File: config.mk
export PLATFORM = sky130hd
export DESIGN_NAME = chg_notify
export DESIGN_NICKNAME = d
export VERILOG_FILES = /design/src/rtl/chg_notify_pkg.sv /design/src/rtl/chg_event_detect.sv /design/src/rtl/chg_int_pulse.sv /design/src/rtl/chg_stat_blink.sv /design/src/rtl/chg_notify.sv
export SDC_FILE = /design/constraint.sdc
export NUM_CORES = 1
export LEC_CHECK = 0
export CAP_MARGIN = 15
export CORE_MARGIN = 5
export CORE_UTILIZATION = 40
export DETAILED_ROUTE_END_ITERATION = 16
export GPL_TIMING_DRIVEN = 0
export HOLD_SLACK_MARGIN = 0.05
export PLACE_DENSITY_LB_ADDON = 0.3
export SLEW_MARGIN = 20
export SYNTH_ARGS = -nofsm -noshare
export SYNTH_HDL_FRONTEND = slang
export SYNTH_HIERARCHICAL = 1
export SYNTH_SLANG_ARGS = --single-unit
File: constraint.sdc
create_clock -name clk -period 5.22 [get_ports clk]
set_input_delay 0.783 -clock clk [delete_from_list [all_inputs] [get_ports clk]]
set_output_delay 0.783 -clock clk [all_outputs]
set_load 0.05 [all_outputs]
File: src/rtl/chg_notify_pkg.sv
package chg_notify_pkg;

   localparam int PHASE_W = 2;

   typedef enum logic [PHASE_W-1:0] {
      PH_OFF  = 2'd0,
      PH_PRE  = 2'd1,
      PH_FAST = 2'd2,
      PH_DONE = 2'd3
   } chg_phase_e;

   function automatic logic is_charging(input logic [PHASE_W-1:0] ph);
      return (ph == PH_PRE) || (ph == PH_FAST);
   endfunction

endpackage

File: src/rtl/chg_event_detect.sv
module chg_event_detect
   import chg_notify_pkg::*;
#(
   parameter int FAULT_W = 4
) (
   input  logic               clk,
   input  logic               rst,
   input  logic [PHASE_W-1:0] phase_in,
   input  logic [FAULT_W-1:0] flt_in,
   output logic [PHASE_W-1:0] phase_q,
   output logic               event_now
);

   logic [FAULT_W-1:0] flt_q;
   logic [FAULT_W-1:0] bit_moved;

   // one comparator per fault source
   for (genvar i = 0; i < FAULT_W; i++) begin : g_bitcmp
      assign bit_moved[i] = flt_in[i] ^ flt_q[i];
   end

   assign event_now = (|bit_moved) || (phase_in != phase_q);

   always_ff @(posedge clk) begin
      if (rst) begin
         phase_q <= '0;
         flt_q   <= '0;
      end else begin
         phase_q <= phase_in;
         flt_q   <= flt_in;
      end
   end

endmodule

File: src/rtl/chg_int_pulse.sv
module chg_int_pulse #(
   parameter int PULSE_CYC = 384
) (
   input  logic clk,
   input  logic rst,
   input  logic event_now,
   output logic int_low
);

   localparam int CW = $clog2(PULSE_CYC + 1);
   localparam logic [CW-1:0] LOAD = CW'(PULSE_CYC);

   logic [CW-1:0] remain;

   always_ff @(posedge clk) begin
      if (rst) begin
         remain <= '0;
      end else if (remain != '0) begin
         remain <= remain - 1'b1;   // events during a pulse are absorbed
      end else if (event_now) begin
         remain <= LOAD;
      end
   end

   assign int_low = (remain != '0);

endmodule

File: src/rtl/chg_stat_blink.sv
module chg_stat_blink #(
   parameter int HALF_CYC = 750000
) (
   input  logic clk,
   input  logic rst,
   input  logic fault_any,
   input  logic charging,
   output logic stat_low
);

   localparam int BW = (HALF_CYC > 1) ? $clog2(HALF_CYC) : 1;
   localparam logic [BW-1:0] RELOAD = BW'(HALF_CYC - 1);

   logic          in_fault;
   logic          blink_low;
   logic [BW-1:0] tick;

   always_ff @(posedge clk) begin
      if (rst) begin
         in_fault  <= 1'b0;
         blink_low <= 1'b0;
         tick      <= '0;
      end else if (!fault_any) begin
         in_fault  <= 1'b0;
         blink_low <= 1'b0;
         tick      <= '0;
      end else if (!in_fault) begin
         in_fault  <= 1'b1;
         blink_low <= 1'b1;
         tick      <= RELOAD;
      end else if (tick == '0) begin
         blink_low <= ~blink_low;
         tick      <= RELOAD;
      end else begin
         tick <= tick - 1'b1;
      end
   end

   assign stat_low = in_fault ? blink_low : charging;

endmodule

File: src/rtl/chg_notify.sv
module chg_notify
   import chg_notify_pkg::*;
#(
   parameter int CLK_HZ   = 1500000,
   parameter int BLINK_HZ = 1,
   parameter int PULSE_US = 256,
   parameter int FAULT_W  = 4
) (
   input  logic               clk,
   input  logic               rst,
   input  logic [1:0]         chg_phase,
   input  logic [FAULT_W-1:0] fault_flags,
   output logic               stat_drive_low,
   output logic               int_drive_low
);

   localparam longint HALF_L  = longint'(CLK_HZ) / (2 * longint'(BLINK_HZ));
   localparam longint PULSE_L = (longint'(CLK_HZ) * longint'(PULSE_US)) / 64'd1000000;
   localparam int HALF_CYC  = int'(HALF_L);
   localparam int PULSE_CYC = int'(PULSE_L);

   if (HALF_L < 1) begin : g_bad_half
      $error("chg_notify: blink half period below one cycle");
   end
   if (PULSE_L < 1) begin : g_bad_pulse
      $error("chg_notify: interrupt pulse below one cycle");
   end
   if (FAULT_W < 1) begin : g_bad_fw
      $error("chg_notify: FAULT_W must be at least 1");
   end

   logic [PHASE_W-1:0] phase_q;
   logic               event_now;

   chg_event_detect #(.FAULT_W(FAULT_W)) u_evt (
      .clk       (clk),
      .rst       (rst),
      .phase_in  (chg_phase),
      .flt_in    (fault_flags),
      .phase_q   (phase_q),
      .event_now (event_now)
   );

   chg_int_pulse #(.PULSE_CYC(PULSE_CYC)) u_int (
      .clk       (clk),
      .rst       (rst),
      .event_now (event_now),
      .int_low   (int_drive_low)
   );

   chg_stat_blink #(.HALF_CYC(HALF_CYC)) u_stat (
      .clk       (clk),
      .rst       (rst),
      .fault_any (|fault_flags),
      .charging  (is_charging(phase_q)),
      .stat_low  (stat_drive_low)
   );

endmodule

# Word level (Yosys, flattened, before mapping)

Cells that the tools add are included.

Add/sub/neg operators: 2
Eq/ne operators: 4
Multiplexer cells: 8
Bitwise logic cells: 7
Reductions and logical operators: 9

Operators by type and width:

| operator                | count |
|---|---|
| $mux W20                | 2 |
| $logic_not A20 Y1       | 1 |
| $sub A20 B1 Y20 const B | 1 |
| $mux W9                 | 2 |
| $reduce_or A4 Y1        | 3 |
| $reduce_bool A9 Y1      | 1 |
| $sub A9 B1 Y9 const B   | 1 |
| $mux W1                 | 4 |
| $xor A1 B1 Y1           | 4 |
| $not A1 Y1              | 3 |
| $eq A2 B1 Y1 const B    | 1 |
| $eq A2 B2 Y1 const B    | 1 |
| $logic_or A1 B1 Y1      | 2 |
| $ne A2 B2 Y1            | 1 |
| $ne A2 B2 Y1 const B    | 1 |
| $reduce_bool A2 Y1      | 1 |
| $reduce_or A2 Y1        | 1 |

Register bits after elaboration: 37
Input bits: 8
Output and inout bits: 2
Word-level logic and storage cells: 37

# Longest topological paths before layout

Gate-level depths: netlist of run 1.

Depth in word-level cells: 5
Depth in mapped cells: 7
Gate-level depth less buffers: 6

# Hierarchy

The synthesis of run 1 kept the hierarchy.

Modules (own cells, without submodules):

| module           | times used | cells each | area an instance (sq um) | seq. area each (sq um) |
|---|---|---|---|---|
| chg_stat_blink   | 1          | 115        | 1061.0                   | 440.4 |
| chg_int_pulse    | 1          | 55         | 480.5                    | 180.2 |
| chg_event_detect | 1          | 20         | 221.5                    | 120.1 |
| chg_notify       | 1          | 2          | 16.3                     | 0.0 |

# Worst setup path after synthesis of run 1

Ideal clock, no wire load.

Path kind: register to output
Start point: reg u_int.remain[0]
End point: out int_drive_low
Data arrival time: 1768 ps
Required time: 4437 ps
Slack: 2669 ps
Stages on the path, launching flop included: 6
Cell sequence: dfxtp_1 > inv_1 > ha_1 > or3b_2 > clkbuf_1 > or3_2

Word-level cells in the longest chain between the ends: 1

Ends and longest elaborated chain:

| element                  | line                | source |
|---|---|---|
| start: declaration       | chg_int_pulse.sv:13 | `logic [CW-1:0] remain;` |
| start signal: assignment | chg_int_pulse.sv:19 | `remain <= remain - 1'b1;` |
| $reduce_bool A9 Y1       | chg_int_pulse.sv:25 | `assign int_low = (remain != '0);` |
| end: declaration         | chg_notify.sv:14    | `output logic int_drive_low` |

No other way between the ends.

# Worst setup path after layout of run 1

Same ends and word-level chain as after synthesis.

==> run summary, run 1 <==
Pwr Density: 440 nW/um2
Total Power: 889 uW
Slew Limit Fails: 0
Clk sink count: 37
Crit path DAT: 2.72 ns
Die ar.: 5880 um2
Overall Global Routing Usage: 0.131
Initial Utilization: 0.411
Hold crit path type: register to register
Fmax: 285 MHz
R2r startpoint: u_stat/tick[2]
Total grt overflow: 0
Synth Area in Compound Gates: 0.152
Main combinational cell family by area after synthesis: simple AND/OR/NAND/NOR gates
Pin count of the biggest net entering global routing: 12
R2R Path End: u_stat/tick[10]
Final hold viol count: 0
Syn_area_per_cell: 9.27 um2
Post-route ant nets: 0
Routed WL: 3530 um
PortBufs: 9
Worst reg-to-reg path cell count: 4
Sequential share of the synthesized area: 0.416
First-pass GRT wire length: 6390 um
Htree depth: 2
Wirelength per Cell: 13.6 um
Cell Area, Placed: 1930 um2
Clock Tree Root: clkbuf_8
# IOs: 10
DR DRC count: 0
Fin crit share: 0.672
Synth top area share: 0.416
Final-report setup violation count: 0
Outcome: finished, final reports clean
Hold Crit Depth: 2
Post-synthesis instance total: 192
Vias: 1471
Worst Hold End: u_int/remain[8]
CP required: 4.44 ns
Most common cell after layout, fill and taps aside: dfxtp_1
CP Launch Type: register
Reg2reg setup slack: 3.15 ns
FF+latch count, synth: 37
Crit. End Element: output pin
CTS tree: built
Crit path from: u_int/remain[0]
Core outline area: 4320 um2
Initial antenna violation count: 0
Final nets: 219
CTS max path bufs: 2
Row cnt: 24
Clock Skew: 0.00196 ns
Fin Setup TNS: 0 ns
Area Growth Syn to Fin: 13.6%
Final instance area: 2020 um2
Die height: 76.7 um
Area leader, netlist: dfxtp_1
Leak: 0.715 nW
Max-cap viol count: 0
CP max FO: 5
Post-CTS Setup Inserts: 0
Mux share of post-synthesis cell area: 0.0246
Mapped Area: 1780 um2
Post-CTS Resized: 0
Hpwl dp: 2480 um
Area contributors post-synth: dfxtp_1 (42%), xnor2_1 (3.9%), xor2_1 (3.9%)
Antenna cells: 0
Post-synthesis adder-cell area fraction: 0.0211
Vias in the first global route: 1412
Worst hold slack: 0.481 ns
Synth Area in XOR/XNOR: 0.0788
Chip width: 76.7 um
Share of cells above drive strength 1: 0.101
HP Start: u_int/remain[8]
RSZ-0062 raised after global routing: no
Clock latency on the worst-skew pair: 0.28 ns
Syn_nets: 203
Tmin final: 3.51 ns
Slew HR: 0.517
Post-synthesis simple-gate area fraction: 0.273
VDD IR max: 0.000199 V
Post-CTS Hold Buffers: 0
Worst-path clk slew: 0.07 ns
Most frequent cells in the layout: dfxtp_1 (37), nor2_1 (13), a21oi_1 (13)
DR vias/cell: 5.66
Worst setup path category: register to output pin
DRT iter0 DRCs: 102
Synth warn: 6
First-pass iteration count of the detailed router: 4
Number of distinct library cells after synthesis: 45
CTS buffer count: 5
Worst slew pin tran: 0.719 ns
GP Congestion: 0.760
-- critical path, stage by stage, from the launching register on --
cell and delay, ns:
dfxtp_1 0.34, inv_1 0.08, ha_1 0.24, or3b_2 0.46
clkbuf_1 0.18, or3_2 0.42, clkdlybuf4s50_1 0.71
-- sequential cells by signal (all words and copies together) (netlist names) --
signal / count
u_stat/in_fault: 1
u_evt/phase_q: 2
u_stat/tick: 20
u_int/remain: 9
u_evt/flt_q: 4
u_stat/blink_low: 1
-- power breakdown --
part	internal (mW)	leakage, nW	switching (mW)
clock network	0.105	0.0443	0.0926
registers	0.329	0.307	0.0539
logic	0.140	0.364	0.170
total	0.573	0.715	0.316
-- metal layers --
layer	track usage	vias up	part of all wire
li1	-	747	-
met1	0.180	688	0.49
met2	0.193	32	0.45
met3	0.0351	4	0.046
met4	0.0559	0	0.014
met5	0	-	0
-- cells in the mapped netlist, drive strengths merged --
| cell | number |
|---|---|
| nor4b | 2 |
| xor2 | 8 |
| clkbuf | 5 |
| ha | 3 |
| nand4b | 5 |
| o311ai | 2 |
| inv | 10 |
| nor2 | 13 |
| o31ai | 5 |
| and3 | 1 |
| a21oi | 13 |
| o211ai | 1 |
| o41ai | 4 |
| nand2b | 1 |
| a31oi | 7 |
| o21ai | 4 |
| nor2b | 6 |
| or4 | 8 |
| or2 | 1 |
| and2 | 1 |
| or3 | 5 |
| mux2 | 3 |
| nand4 | 4 |
| nor3b | 1 |
| or4b | 1 |
| buf | 1 |
| nor4 | 4 |
| nand4bb | 1 |
| o22ai | 3 |
| a31o | 1 |
| or3b | 1 |
| mux2i | 1 |
| nand2 | 6 |
| xnor2 | 8 |
| nor3 | 10 |
| dfxtp | 37 |
| o31a | 1 |
| nand3 | 4 |
-- layout make-up --
class | instances | area (um2)
Clock buffer | 7 | 86.3
Multi-Input combinational cell | 139 | 977
Tap cell | 52 | 65.1
Timing Repair Buffer | 9 | 90.1
Sequential cell | 37 | 741
Fill cell | 441 | 2300
Buffer | 6 | 23.8
Inverter | 10 | 37.5
-- logic make-up after synthesis --
kind of cell	count (synthesis)
muxes	4
and+or+nand+nor	75
xor gates and xnor gates	16
adders and majority gates	3
buffers and inverters	16
DFF	37
AOI/OAI and AO/OA	41
-- worst max-delay path by stage --
| stage | end | slack, ns | depth (start not counted) |
|---|---|---|---|
| after floorplan | int_drive_low | 2.67 | 5 |
| after CTS | int_drive_low | 1.69 | 6 |
| after global placement | int_drive_low | 2.02 | 6 |
| after detailed placement | int_drive_low | 2.02 | 6 |
| final | int_drive_low | 1.71 | 6 |
| after global routing | int_drive_low | 1.56 | 6 |
-- stage by stage --
stage               utilization  setup slack [ns]  std cells
floorplan                     -              2.67        192
global placement          0.447              2.02        253
detailed placement        0.447              2.02        253
CTS                       0.467              1.69        260
global route              0.467              1.56        260
finish                    0.467              1.71        260
Note: power is estimated with default switching activity, not from simulation.
==> run 2: changes to the inputs <==
==> constraint.sdc (replaced) <==
create_clock -name clk -period 3.2 [get_ports clk]
set_input_delay 0.48 -clock clk [delete_from_list [all_inputs] [get_ports clk]]
set_output_delay 0.48 -clock clk [all_outputs]
set_load 0.05 [all_outputs]
==> run 2 against run 1 <==
Register-to-register slack got worse by 2.0 ns. Largest cell class unchanged. Clock skew barely moved. Power rose by 62%. Global-route usage did not move. Via count barely moved. Clock power rose by 63%. Cell area barely moved. Combinational power rose by 61%. Critical path type unchanged. Non-clock buffer count did not move. Clock-buffer cell count did not move.
==> run summary, run 2 (synthesis gave the netlist of run 1 again) <==
Outcome: finished, final reports clean
Post-route ant nets: 0 (unchanged)
Clock latency on the worst-skew pair: 0.28 ns (about the same)
Final nets: 219 (unchanged)
CP max FO: 5 (unchanged)
Htree depth: 2 (unchanged)
CTS tree: built
Slew Limit Fails: 0 (unchanged)
DR vias/cell: 5.66 (about the same)
Crit path DAT: 2.44 ns (-0.28 ns)
Wirelength per Cell: 13.6 um (about the same)
Worst hold slack: 0.481 ns (unchanged)
Vias: 1472 (+0.068%)
Final hold viol count: 0 (unchanged)
Routed WL: 3530 um (about the same)
Antenna cells: 0 (unchanged)
RSZ-0062 raised after global routing: no
Top reg by flops: u_stat/tick
Worst setup path category: register to output pin
First-pass GRT wire length: 6390 um (unchanged)
First-pass iteration count of the detailed router: 4 (unchanged)
Core outline area: 4320 um2 (unchanged)
Biggest regs: u_stat/tick x20, u_int/remain x9, u_evt/flt_q x4
Final core occ: 0.467 (about the same)
Area Growth Syn to Fin: 13.5% (about the same)
Row cnt: 24 (unchanged)
Fin crit share: 0.913
Fmax: 342 MHz
DR DRC count: 0 (unchanged)
Vias in the first global route: 1412 (unchanged)
Initial antenna violation count: 0 (unchanged)
Chip width: 76.7 um (unchanged)
Fin Setup TNS: 0 ns (unchanged)
VDD IR max: 0.000324 V (+63%)
Most common cell after layout, fill and taps aside: dfxtp_1
Initial Utilization: 0.411 (unchanged)
GP Congestion: 0.760 (unchanged)
Crit. End Element: output pin
# IOs: 10 (unchanged)
Post-CTS Setup Inserts: 0 (unchanged)
Slew HR: 0.517 (unchanged)
Worst-path clk slew: 0.07 ns (about the same)
PortBufs: 9 (unchanged)
Tmin final: 2.92 ns
Overall Global Routing Usage: 0.131 (unchanged)
CP required: 2.72 ns (-1.72 ns)
Non-Filler Instances: 260 (unchanged)
Pwr Density: 715 nW/um2 (+62%)
Max FFs per register: 20 (unchanged)
Clock Tree Root: clkbuf_8
Post-CTS Hold Buffers: 0 (unchanged)
Share of cells above drive strength 1: 0.101 (unchanged)
Total grt overflow: 0 (unchanged)
Die height: 76.7 um (unchanged)
CP Launch Type: register
Hold crit path type: register to register
Most frequent cells in the layout: dfxtp_1 (37), nor2_1 (13), a21oi_1 (13)
Pin count of the biggest net entering global routing: 12 (unchanged)
Worst slew pin tran: 0.719 ns (-0.000000417 ns)
DRT iter0 DRCs: 102 (unchanged)
Clock Skew: 0.00196 ns (+0.000000140 ns)
Placed Cells: 253 (unchanged)
Hpwl dp: 2480 um (unchanged)
Clk sink count: 37 (unchanged)
Final-report setup violation count: 0 (unchanged)
CTS max path bufs: 2 (unchanged)
CTS buffer count: 5 (unchanged)
Leak: 0.714 nW (-0.15%)
Max-cap viol count: 0 (unchanged)
Die ar.: 5880 um2 (unchanged)
-- run 2: cell count changes in the layout (fill, tap and decap cells not counted) --
cell	delta
clkdlybuf4s50_1	-1
dlygate4sd2_1	+1
-- run 2: path summary, 6_finish.rpt --
check                  start              end  slack, ns  cells past startpoint
max          u_int/remain[0]    int_drive_low       0.28                      6
min          u_int/remain[8]  u_int/remain[8]       0.48                      2
max reg2reg   u_stat/tick[2]  u_stat/tick[10]       1.13                      4
min reg2reg  u_int/remain[8]  u_int/remain[8]       0.48                      2
-- run 2: critical path, cell delays in order (launching register included) --
cell and delay [ns]:
dfxtp_1 0.34, inv_1 0.08, ha_1 0.24, or3b_2 0.46
clkbuf_1 0.18, or3_2 0.42, dlygate4sd2_1 0.43
-- run 2: where the power goes --
| group | internal (mW) | total (mW) | switching [mW] |
|---|---|---|---|
| logic | 0.221 | 0.497 | 0.276 |
| clock network | 0.171 | 0.322 | 0.151 |
| registers | 0.537 | 0.625 | 0.0879 |
| total | 0.928 | 1.44 | 0.515 |
-- run 2: area by class of cell --
| class | instances | area, um2 |
|---|---|---|
| buffer | 6 | 23.8 |
| clock buffer | 7 | 86.3 |
| fill | 442 | 2300 |
| inverter | 10 | 37.5 |
| multi-input combinational | 139 | 977 |
| sequential | 37 | 741 |
| tap | 52 | 65.1 |
| timing repair buffer | 9 | 88.8 |
-- run 2: repair_timing --
action,CTS,global route
endpoints found under the hold margin,0,0
endpoints found under the setup margin,1,0
resized for setup,1,0
-- run 2: metrics by stage --
stage | area, um2 | total power, mW | setup slack, ns
2_1_floorplan | 1780 | 1.02 | 0.952
3_3_place_gp | 1930 | 1.13 | 0.306
3_5_place_dp | 1930 | 1.14 | 0.306
4_1_cts | 2020 | 1.46 | 0.260
5_1_grt | 2020 | 1.56 | 0.123
6_report | 2020 | 1.44 | 0.279
-- run 2: layer usage --
layer / GRT usage / wire length [um]
met2: 0.193 / 1610
met1: 0.180 / 1710
met4: 0.0559 / 48
met5: 0 / 0
met3: 0.0351 / 163
==> run 3: changes to the inputs <==
--- a/config.mk
+++ b/config.mk
@@ -9,6 +9,7 @@
 export CORE_MARGIN = 5
 export CORE_UTILIZATION = 40
 export DETAILED_ROUTE_END_ITERATION = 16
+export GPL_ROUTABILITY_DRIVEN = 0
 export GPL_TIMING_DRIVEN = 0
 export HOLD_SLACK_MARGIN = 0.05
 export PLACE_DENSITY_LB_ADDON = 0.3
==> results of run 3 <==
Same layout as run 2: the final DEF is identical, and so are final timing and power.
